<file path="config.mk">
export PLATFORM = sky130hd
export DESIGN_NAME = vec_ff_seg_load
export DESIGN_NICKNAME = d
export VERILOG_FILES = /design/src/rtl/vffl_pkg.sv /design/src/rtl/vffl_legal.sv /design/src/rtl/vffl_agen.sv /design/src/rtl/vffl_widen.sv /design/src/rtl/vffl_ctrl.sv /design/src/rtl/vec_ff_seg_load.sv
export SDC_FILE = /design/constraint.sdc
export NUM_CORES = 1
export LEC_CHECK = 0
export ABC_AREA = 1
export BUFFER_PORTS_ARGS = -buffer_cell sky130_fd_sc_hd__buf_2
export CORE_UTILIZATION = 25
export DETAILED_ROUTE_END_ITERATION = 8
export GPL_TIMING_DRIVEN = 0
export MAX_ROUTING_LAYER = met4
export SETUP_SLACK_MARGIN = 0.2
export SLEW_MARGIN = 20
export SYNTH_ARGS = -nofsm -noshare
export SYNTH_HDL_FRONTEND = slang
export SYNTH_SLANG_ARGS = --single-unit
export TNS_END_PERCENT = 50
</file>
<file path="constraint.sdc">
create_clock -name clk -period 3.4 [get_ports clk]
set_input_delay 0.34 -clock clk [delete_from_list [all_inputs] [get_ports clk]]
set_output_delay 0.34 -clock clk [all_outputs]
set_load 0.1 [all_outputs]
</file>
<file path="src/rtl/vffl_pkg.sv">
package vffl_pkg;

    typedef enum logic [2:0] {
        S_IDLE,
        S_CHECK,
        S_ISSUE,
        S_WAIT,
        S_ZERO,
        S_DONE
    } ff_state_t;

    localparam int DATA_W = 64;
    localparam int VREG_W = 5;

    // mask selecting the low bytes of a width code (0:8b .. 3:64b)
    function automatic logic [DATA_W-1:0] width_mask(input logic [1:0] code);
        logic [DATA_W-1:0] m;
        unique case (code)
            2'd0:    m = 64'h0000_0000_0000_00FF;
            2'd1:    m = 64'h0000_0000_0000_FFFF;
            2'd2:    m = 64'h0000_0000_FFFF_FFFF;
            default: m = 64'hFFFF_FFFF_FFFF_FFFF;
        endcase
        return m;
    endfunction

endpackage

</file>
<file path="src/rtl/vffl_legal.sv">
module vffl_legal (
    input  logic [1:0] mem_w,
    input  logic [1:0] sew,
    input  logic [2:0] nf_m1,
    input  logic [1:0] lmul_log,
    output logic       illegal
);
    logic [3:0] fields;
    logic [6:0] span;

    always_comb begin
        fields  = {1'b0, nf_m1} + 4'd1;
        span    = {3'b000, fields} << lmul_log;
        illegal = (sew < mem_w) || (span > 7'd8);
    end
endmodule

</file>
<file path="src/rtl/vffl_agen.sv">
module vffl_agen #(
    parameter int ADDR_W = 32
) (
    input  logic              clk,
    input  logic              rst_n,
    input  logic              clear,
    input  logic              step,
    input  logic [ADDR_W-1:0] base,
    input  logic [1:0]        mem_w,
    output logic [ADDR_W-1:0] addr
);
    logic [ADDR_W-1:0] offset_q;
    logic [ADDR_W-1:0] stride;

    always_comb begin
        stride = ADDR_W'(1) << mem_w;
        addr   = base + offset_q;
    end

    // running byte offset: segments are contiguous, element-major
    always_ff @(posedge clk or negedge rst_n) begin
        if (!rst_n)      offset_q <= '0;
        else if (clear)  offset_q <= '0;
        else if (step)   offset_q <= offset_q + stride;
    end
endmodule

</file>
<file path="src/rtl/vffl_widen.sv">
module vffl_widen
    import vffl_pkg::*;
(
    input  logic [1:0]        mem_w,
    input  logic [1:0]        sew,
    input  logic              sgn,
    input  logic [DATA_W-1:0] raw,
    output logic [DATA_W-1:0] value,
    output logic              elem_zero
);
    logic [DATA_W-1:0] cand [4];

    for (genvar g = 0; g < 4; g++) begin : g_width
        localparam int W = 8 << g;
        if (W < DATA_W) begin : g_part
            assign cand[g] = sgn ? {{(DATA_W-W){raw[W-1]}}, raw[W-1:0]}
                                 : {{(DATA_W-W){1'b0}},     raw[W-1:0]};
        end else begin : g_full
            assign cand[g] = raw;
        end
    end

    always_comb begin
        value     = cand[mem_w] & width_mask(sew);
        elem_zero = (raw & width_mask(mem_w)) == '0;
    end
endmodule

</file>
<file path="src/rtl/vffl_ctrl.sv">
module vffl_ctrl
    import vffl_pkg::*;
#(
    parameter int ADDR_W = 32,
    parameter int MAX_VL = 64,
    parameter int VL_W   = 7
) (
    input  logic              clk,
    input  logic              rst_n,
    input  logic              start_i,
    input  logic [ADDR_W-1:0] base_i,
    input  logic [1:0]        mem_w_i,
    input  logic              sgn_i,
    input  logic [1:0]        sew_i,
    input  logic [2:0]        nf_m1_i,
    input  logic [1:0]        lmul_log_i,
    input  logic [VL_W-1:0]   vl_i,
    input  logic [MAX_VL-1:0] mask_i,
    input  logic [4:0]        vd_i,
    input  logic              illegal,
    input  logic              mem_rvalid_i,
    input  logic [DATA_W-1:0] wide_data,
    input  logic              elem_zero,
    output logic [ADDR_W-1:0] base_q,
    output logic [1:0]        memw_q,
    output logic              sgn_q,
    output logic [1:0]        sew_q,
    output logic [2:0]        nf_q,
    output logic [1:0]        lmul_q,
    output logic              agen_clear,
    output logic              agen_step,
    output logic              mem_req_o,
    output logic              wr_en_o,
    output logic [4:0]        wr_vreg_o,
    output logic [VL_W-1:0]   wr_elem_o,
    output logic [DATA_W-1:0] wr_data_o,
    output logic              done_o,
    output logic [VL_W-1:0]   new_vl_o,
    output logic [VL_W-1:0]   vstart_o,
    output logic              illegal_o,
    output logic              busy_o
);
    ff_state_t           state, nxt;
    logic [VL_W-1:0]     vl_q, elem_i, nvl_q;
    logic [2:0]          fld;
    logic [MAX_VL-1:0]   mask_sh;
    logic [4:0]          vd_q;
    logic                ill_q;
    logic                fld_last, elem_last, take, step;
    ff_state_t           after_elem;

    always_comb begin
        fld_last   = (fld == nf_q);
        elem_last  = (elem_i + VL_W'(1)) == vl_q;
        take       = (state == S_IDLE) && start_i;
        step       = ((state == S_WAIT) && mem_rvalid_i) || (state == S_ZERO);
        after_elem = mask_sh[1] ? S_ISSUE : S_ZERO;
    end

    // next-state logic
    always_comb begin
        nxt = state;
        unique case (state)
            S_IDLE:  if (start_i) nxt = S_CHECK;
            S_CHECK: begin
                if (illegal || (vl_q == '0)) nxt = S_DONE;
                else                         nxt = mask_sh[0] ? S_ISSUE : S_ZERO;
            end
            S_ISSUE: nxt = S_WAIT;
            S_WAIT: begin
                if (mem_rvalid_i) begin
                    if (elem_zero)                  nxt = S_DONE;
                    else if (fld_last && elem_last) nxt = S_DONE;
                    else if (fld_last)              nxt = after_elem;
                    else                            nxt = S_ISSUE;
                end
            end
            S_ZERO: begin
                if (fld_last && elem_last) nxt = S_DONE;
                else if (fld_last)         nxt = after_elem;
                else                       nxt = S_ZERO;
            end
            S_DONE:  nxt = S_IDLE;
            default: nxt = S_IDLE;
        endcase
    end

    // state register
    always_ff @(posedge clk or negedge rst_n) begin
        if (!rst_n) state <= S_IDLE;
        else        state <= nxt;
    end

    // configuration latch and walk counters
    always_ff @(posedge clk or negedge rst_n) begin
        if (!rst_n) begin
            base_q  <= '0;
            memw_q  <= '0;
            sgn_q   <= 1'b0;
            sew_q   <= '0;
            nf_q    <= '0;
            lmul_q  <= '0;
            vl_q    <= '0;
            vd_q    <= '0;
            mask_sh <= '0;
            elem_i  <= '0;
            fld     <= '0;
            nvl_q   <= '0;
            ill_q   <= 1'b0;
        end else if (take) begin
            base_q  <= base_i;
            memw_q  <= mem_w_i;
            sgn_q   <= sgn_i;
            sew_q   <= sew_i;
            nf_q    <= nf_m1_i;
            lmul_q  <= lmul_log_i;
            vl_q    <= vl_i;
            vd_q    <= vd_i;
            mask_sh <= mask_i;
            elem_i  <= '0;
            fld     <= '0;
            nvl_q   <= vl_i;
            ill_q   <= 1'b0;
        end else begin
            if (state == S_CHECK) ill_q <= illegal;
            if ((state == S_WAIT) && mem_rvalid_i && elem_zero) nvl_q <= elem_i;
            if (step) begin
                if (fld_last) begin
                    fld     <= '0;
                    elem_i  <= elem_i + VL_W'(1);
                    mask_sh <= mask_sh >> 1;
                end else begin
                    fld <= fld + 3'd1;
                end
            end
        end
    end

    // outputs
    always_comb begin
        agen_clear = take;
        agen_step  = step;
        mem_req_o  = (state == S_ISSUE);
        wr_en_o    = step;
        wr_vreg_o  = vd_q + 5'({2'b00, fld} << lmul_q);
        wr_elem_o  = elem_i;
        wr_data_o  = (state == S_ZERO) ? '0 : wide_data;
        done_o     = (state == S_DONE);
        new_vl_o   = nvl_q;
        vstart_o   = '0;
        illegal_o  = (state == S_DONE) && ill_q;
        busy_o     = (state != S_IDLE);
    end


    illegal_end_chk: assert property (@(posedge clk) disable iff (!rst_n)
        (state == S_CHECK && illegal) |=> (done_o && illegal_o && !mem_req_o));


    zero_stop_chk: assert property (@(posedge clk) disable iff (!rst_n)
        (state == S_WAIT && mem_rvalid_i && elem_zero) |=> (done_o && new_vl_o == $past(elem_i)));


    zext_upper_chk: assert property (@(posedge clk) disable iff (!rst_n)
        (state == S_WAIT && mem_rvalid_i && !sgn_q) |-> ((wr_data_o & ~width_mask(memw_q)) == '0));


    one_outstanding_chk: assert property (@(posedge clk) disable iff (!rst_n)
        mem_req_o |=> (!mem_req_o && state == S_WAIT));


    done_pulse_chk: assert property (@(posedge clk) disable iff (!rst_n)
        done_o |=> (!done_o && !busy_o));


    vl_bound_chk: assert property (@(posedge clk) disable iff (!rst_n)
        (done_o && !illegal_o) |-> (new_vl_o <= vl_q));


    excl_strobe_chk: assert property (@(posedge clk) disable iff (!rst_n)
        $onehot0({mem_req_o, wr_en_o, done_o}));
endmodule

</file>
<file path="src/rtl/vec_ff_seg_load.sv">
module vec_ff_seg_load
    import vffl_pkg::*;
#(
    parameter int ADDR_W = 32,
    parameter int MAX_VL = 64,
    localparam int VL_W  = $clog2(MAX_VL + 1)
) (
    input  logic              clk,
    input  logic              rst_n,
    input  logic              start_i,
    input  logic [ADDR_W-1:0] base_i,
    input  logic [1:0]        mem_w_i,
    input  logic              sgn_i,
    input  logic [1:0]        sew_i,
    input  logic [2:0]        nf_m1_i,
    input  logic [1:0]        lmul_log_i,
    input  logic [VL_W-1:0]   vl_i,
    input  logic [MAX_VL-1:0] mask_i,
    input  logic [4:0]        vd_i,
    output logic              mem_req_o,
    output logic [ADDR_W-1:0] mem_addr_o,
    output logic [1:0]        mem_size_o,
    input  logic              mem_rvalid_i,
    input  logic [63:0]       mem_rdata_i,
    output logic              wr_en_o,
    output logic [4:0]        wr_vreg_o,
    output logic [VL_W-1:0]   wr_elem_o,
    output logic [63:0]       wr_data_o,
    output logic              done_o,
    output logic [VL_W-1:0]   new_vl_o,
    output logic [VL_W-1:0]   vstart_o,
    output logic              illegal_o,
    output logic              busy_o
);
    logic [ADDR_W-1:0] base_q;
    logic [1:0]        memw_q, sew_q, lmul_q;
    logic [2:0]        nf_q;
    logic              sgn_q, illegal, agen_clear, agen_step, elem_zero;
    logic [DATA_W-1:0] wide_data;

    vffl_legal u_legal (
        .mem_w    (memw_q),
        .sew      (sew_q),
        .nf_m1    (nf_q),
        .lmul_log (lmul_q),
        .illegal  (illegal)
    );

    vffl_agen #(.ADDR_W(ADDR_W)) u_agen (
        .clk   (clk),
        .rst_n (rst_n),
        .clear (agen_clear),
        .step  (agen_step),
        .base  (base_q),
        .mem_w (memw_q),
        .addr  (mem_addr_o)
    );

    vffl_widen u_widen (
        .mem_w     (memw_q),
        .sew       (sew_q),
        .sgn       (sgn_q),
        .raw       (mem_rdata_i),
        .value     (wide_data),
        .elem_zero (elem_zero)
    );

    vffl_ctrl #(.ADDR_W(ADDR_W), .MAX_VL(MAX_VL), .VL_W(VL_W)) u_ctrl (
        .clk          (clk),
        .rst_n        (rst_n),
        .start_i      (start_i),
        .base_i       (base_i),
        .mem_w_i      (mem_w_i),
        .sgn_i        (sgn_i),
        .sew_i        (sew_i),
        .nf_m1_i      (nf_m1_i),
        .lmul_log_i   (lmul_log_i),
        .vl_i         (vl_i),
        .mask_i       (mask_i),
        .vd_i         (vd_i),
        .illegal      (illegal),
        .mem_rvalid_i (mem_rvalid_i),
        .wide_data    (wide_data),
        .elem_zero    (elem_zero),
        .base_q       (base_q),
        .memw_q       (memw_q),
        .sgn_q        (sgn_q),
        .sew_q        (sew_q),
        .nf_q         (nf_q),
        .lmul_q       (lmul_q),
        .agen_clear   (agen_clear),
        .agen_step    (agen_step),
        .mem_req_o    (mem_req_o),
        .wr_en_o      (wr_en_o),
        .wr_vreg_o    (wr_vreg_o),
        .wr_elem_o    (wr_elem_o),
        .wr_data_o    (wr_data_o),
        .done_o       (done_o),
        .new_vl_o     (new_vl_o),
        .vstart_o     (vstart_o),
        .illegal_o    (illegal_o),
        .busy_o       (busy_o)
    );

    assign mem_size_o = memw_q;
endmodule

</file>
==> impl_results.md <==
* Status: finished, final reports clean
* Largest fanout on the critical path at 5
* Final core utilization at 0.3356
* Placed wire-length estimate at around 33,000 µm
* Max Slew Vio Count at 0
* IO buf count at 307
* Final Hold Viols at 0
* Number of synthesized flops with an enable pin at 0
* Number of global-route vias before repair at ~12,000
* Critical path type: register to primary output
* Mapped Area at 0.01130 mm²
* Reg-to-Reg Start: u_ctrl.memw_q[0]$_DFFE_PN0P_
* Clock skew at between 0.015 and 0.02 ns
* Register area share after synthesis at 0.3787
* Post-Route WL at 42,730 µm
* Compound-Gate Fraction of Synth Area at 0.1609
* Die Ht at 214.6 µm
* Dpl cells at 2,494
* GPL Wtd Cong at 0.9204
* Die area at 0.04605 mm²
* Total global routing overflow at 0
* Worst setup path startpoint: u_agen.offset_q[21]$_DFFE_PN0P_
* Post-synthesis xor/xnor area fraction at 0.02713
* Post-synth cell types at slightly below 50
* Sw frac at 0.6023
* LEAKAGE at 0.007554 µW
* Number of synthesized register bits at 171
* Crit path DAT at 2.82 ns
* CTS clk-pin slew, worst paths at 0.08 ns
* Layout Cells excl Fill at approximately 2,500
* Share of layout cells above drive strength 1 at 0.2499
* Req. time, crit path at 3.06 ns
* Placeable Area at 0.04441 mm²
* Period utilisation layout at 0.9295
* Initial antenna violation count at 7
* Setup TNS at 0 ns
* Unrepaired setup endpoints after global routing: true
* WHS at 0.06510 ns
* CTS max path bufs at 2
* Int Pwr at 6475 µW
* Post-synthesis simple-gate area fraction at 0.2947
* Slew headroom at 0.3435
* Fmax at 316.4 MHz
* Crit path max-delay family: simple AND/OR/NAND/NOR gates
* Synth warn at 0
* CTS tree: yes
* CP endpoint kind: primary output
* Mux cell area share after synthesis at 0
* Vias per Instance at ~4.7
* Beginning of the worst hold path: sgn_i
* Antenna-violating nets left at 0
* Post-synthesis adder-cell area fraction at 0.05293
* Slowest cell on the critical path: dfrtp_1
* Startpoint Class: register
* Transition time of the tightest slew-check pin at 0.9848 ns
* CTS sink cnt at 171
* Top FF cell, synth: dfrtp_1
* Final setup vio count at 0
* Initial core utilization at 0.2544
* FP Rows at 77
* Area Overhead vs Synth at 31.92%
* First-pass GRT wire length at 66,640 µm
* P_sw at roughly 9800 µW
* Most frequent CP cell: nand2_1
* 1st-iter DRT viols at between 600 and 700
* Combinational share of power at 0.655
* Worst min path class: primary input to register
* Ports at 315
* Vias at roughly 12,000
* Total global-route track usage at 0.1910
* Avg Inst Size Synth at around 7.1 µm²
* Post-Synthesis Cells at roughly 1,600
* Largest family of logic cells by synthesized area: simple AND/OR/NAND/NOR gates
* WL per Instance at about 17 µm
* Worst setup margin at 0.2397 ns
* NumNets Final at 2,160
* Crit path cell chain: ha_1, nand2_1, nor4_4, o21ai_0, nand4_1, nand2_1, nand2_1, nand2_1, nand2_1, buf_6
* Max incr delay on CP at 0.47 ns
* PwrDens at 1092 mW/mm²
* Peak VDD IR at 0.5052 mV
* Detailed-route DRC error count at 0
* H-tree depth at 4
* Largest net degree at the start of global routing at 80
* Minimum clock period at between 3 and 4 ns
* Clock latency on the worst-skew pair at 0.47 ns
* Dpl ws at -0.1244 ns
* Post-synth ARST share at 1.000
* Power share of the clock group at 0.136
* Die Width at between 200 and 250 µm
* Total CTS buffers at 17
* DRT Pass-1 Iters at 5
* CP bufs+invs at 1
* Max Cap Violations at 0
* Reg power frac at 0.210
* CTS root buffer: clkbuf_16
-- stage by stage --
step	power, µW	instance area [µm²]
2_1_floorplan	11520	11440
3_3_place_gp	13640	13720
3_5_place_dp	13770	13790
4_1_cts	16250	14660
5_1_grt	17240	14910
6_report	16280	14910
-- flip-flops by register name, summed over array words and instances, names as in the netlist, 3 cells and up --
| register | count |
|---|---|
| u_ctrl.vl_q | 7 |
| u_agen.offset_q | 32 |
| u_ctrl.nf_q | 3 |
| u_ctrl.wr_elem_o | 7 |
| u_ctrl.fld | 3 |
| u_ctrl.mask_sh | 64 |
| u_ctrl.vd_q | 5 |
| u_ctrl.state | 3 |
| u_ctrl.base_q | 32 |
| u_ctrl.new_vl_o | 7 |
-- metal layers --
layer,vias up,global-route usage,wire length [µm]
li1,5926,-,-
met1,5671,0.2396,19250
met2,308,0.3092,20680
met3,43,0.03759,1934
met4,0,0.05762,869
met5,-,-,0
-- synth_stat cells, types with 2 or more instances --
cell type / n / area, µm²
o211ai_1: 2 / 15.01
nor3_1: 53 / 265.3
nor4_1: 3 / 18.77
buf_1: 12 / 45.04
inv_2: 4 / 15.01
o211ai_2: 10 / 125.1
inv_1: 160 / 600.6
o22ai_1: 51 / 319.1
a21o_1: 8 / 60.06
ha_1: 43 / 538.0
nor3b_1: 2 / 15.01
xnor2_1: 10 / 87.58
o21bai_1: 4 / 30.03
nand2_1: 392 / 1471
o21ai_0: 101 / 505.5
nand4_1: 31 / 193.9
o221ai_1: 2 / 17.52
fa_1: 3 / 60.06
o21ai_1: 4 / 20.02
a21oi_1: 97 / 485.5
xor2_1: 25 / 219.0
clkbuf_1: 31 / 116.4
nand3_1: 73 / 365.4
buf_4: 8 / 60.06
nor2_1: 214 / 803.3
o21ai_2: 10 / 87.58
a31oi_1: 10 / 62.56
o21a_1: 6 / 45.04
buf_2: 9 / 45.04
buf_8: 3 / 45.04
dfrtp_1: 171 / 4279
or2_2: 18 / 112.6
-- cell type report --
type	instances	area [µm²]
Fill cell	4793	29510
Buffer	65	352.8
Timing Repair Buffer	316	1867
Antenna cell	7	17.52
Clock buffer	19	442.9
Inverter	165	621.8
Multi-Input combinational cell	1192	6375
Sequential cell	171	4282
Clock inverter	13	207.7
Tap cell	592	740.7
-- power groups by stage --
stage               combinational (µW)  clock (µW)  sequential [µW]
floorplan                         7840           0             3680
global placement                 10200           0             3400
detailed placement               10300           0             3430
CTS                              10600        2270             3400
global route                     11400        2350             3510
finish                           10700        2210             3410
-- layout by cell type (no fill, tap or decap), types with 11 or more instances in the layout --
master     instances
buf_4             42
dfrtp_1          169
ha_1              37
a21oi_1           94
nor2_2            18
clkbuf_16         17
xor2_1            21
nand2_1          387
nand3_1           72
clkbuf_4          14
buf_2            264
o22ai_1           51
o21ai_0           97
nand4_1           31
clkbuf_1          26
inv_1            160
buf_1             12
o21ai_2           11
or2_2             18
nor2_1           187
nor3_1            48
-- worst paths after layout --
check,endpoint,slack (ns),cells after the start
max in group asynchronous,u_ctrl.base_q[29]$_DFFE_PN0P_,2.06,4
min in group asynchronous,u_ctrl.new_vl_o[3]$_DFFE_PN0P_,0.29,2
hold / removal,u_ctrl.sgn_q$_DFFE_PN0P_,0.07,3
setup reg to reg,u_agen.offset_q[20]$_DFFE_PN0P_,0.44,16
setup / recovery,mem_addr_o[26],0.24,10
hold reg to reg,u_ctrl.new_vl_o[4]$_DFFE_PN0P_,0.48,2
-- worst register-to-register path, cell delays in order, from the launching register on --
cell      delay [ns]
dfrtp_2         0.44
inv_1           0.13
nand2_1         0.12
buf_2           0.20
inv_1           0.12
ha_1            0.20
inv_1           0.08
fa_2            0.38
nand3b_1        0.17
nand2_1         0.12
nand2_1         0.08
nor2_2          0.13
nand2_2         0.10
nor3_4          0.26
nand2_1         0.11
a21oi_1         0.13
o21a_1          0.14
-- logic make-up after synthesis --
group,after synthesis
buf+inv,230
flops,171
fa+ha+maj,46
simple gates,794
compound gates,310
other cells,1
xor+xnor,35
-- repair_timing --
action	CTS	global route
pin swaps	3	3
setup buffers	3	3
hold buffers	1	0
endpoints found under the hold margin	23	0
resized for setup	59	81
endpoints found under the setup margin	57	74
No activity file was read; power rests on OpenSTA's default activity.
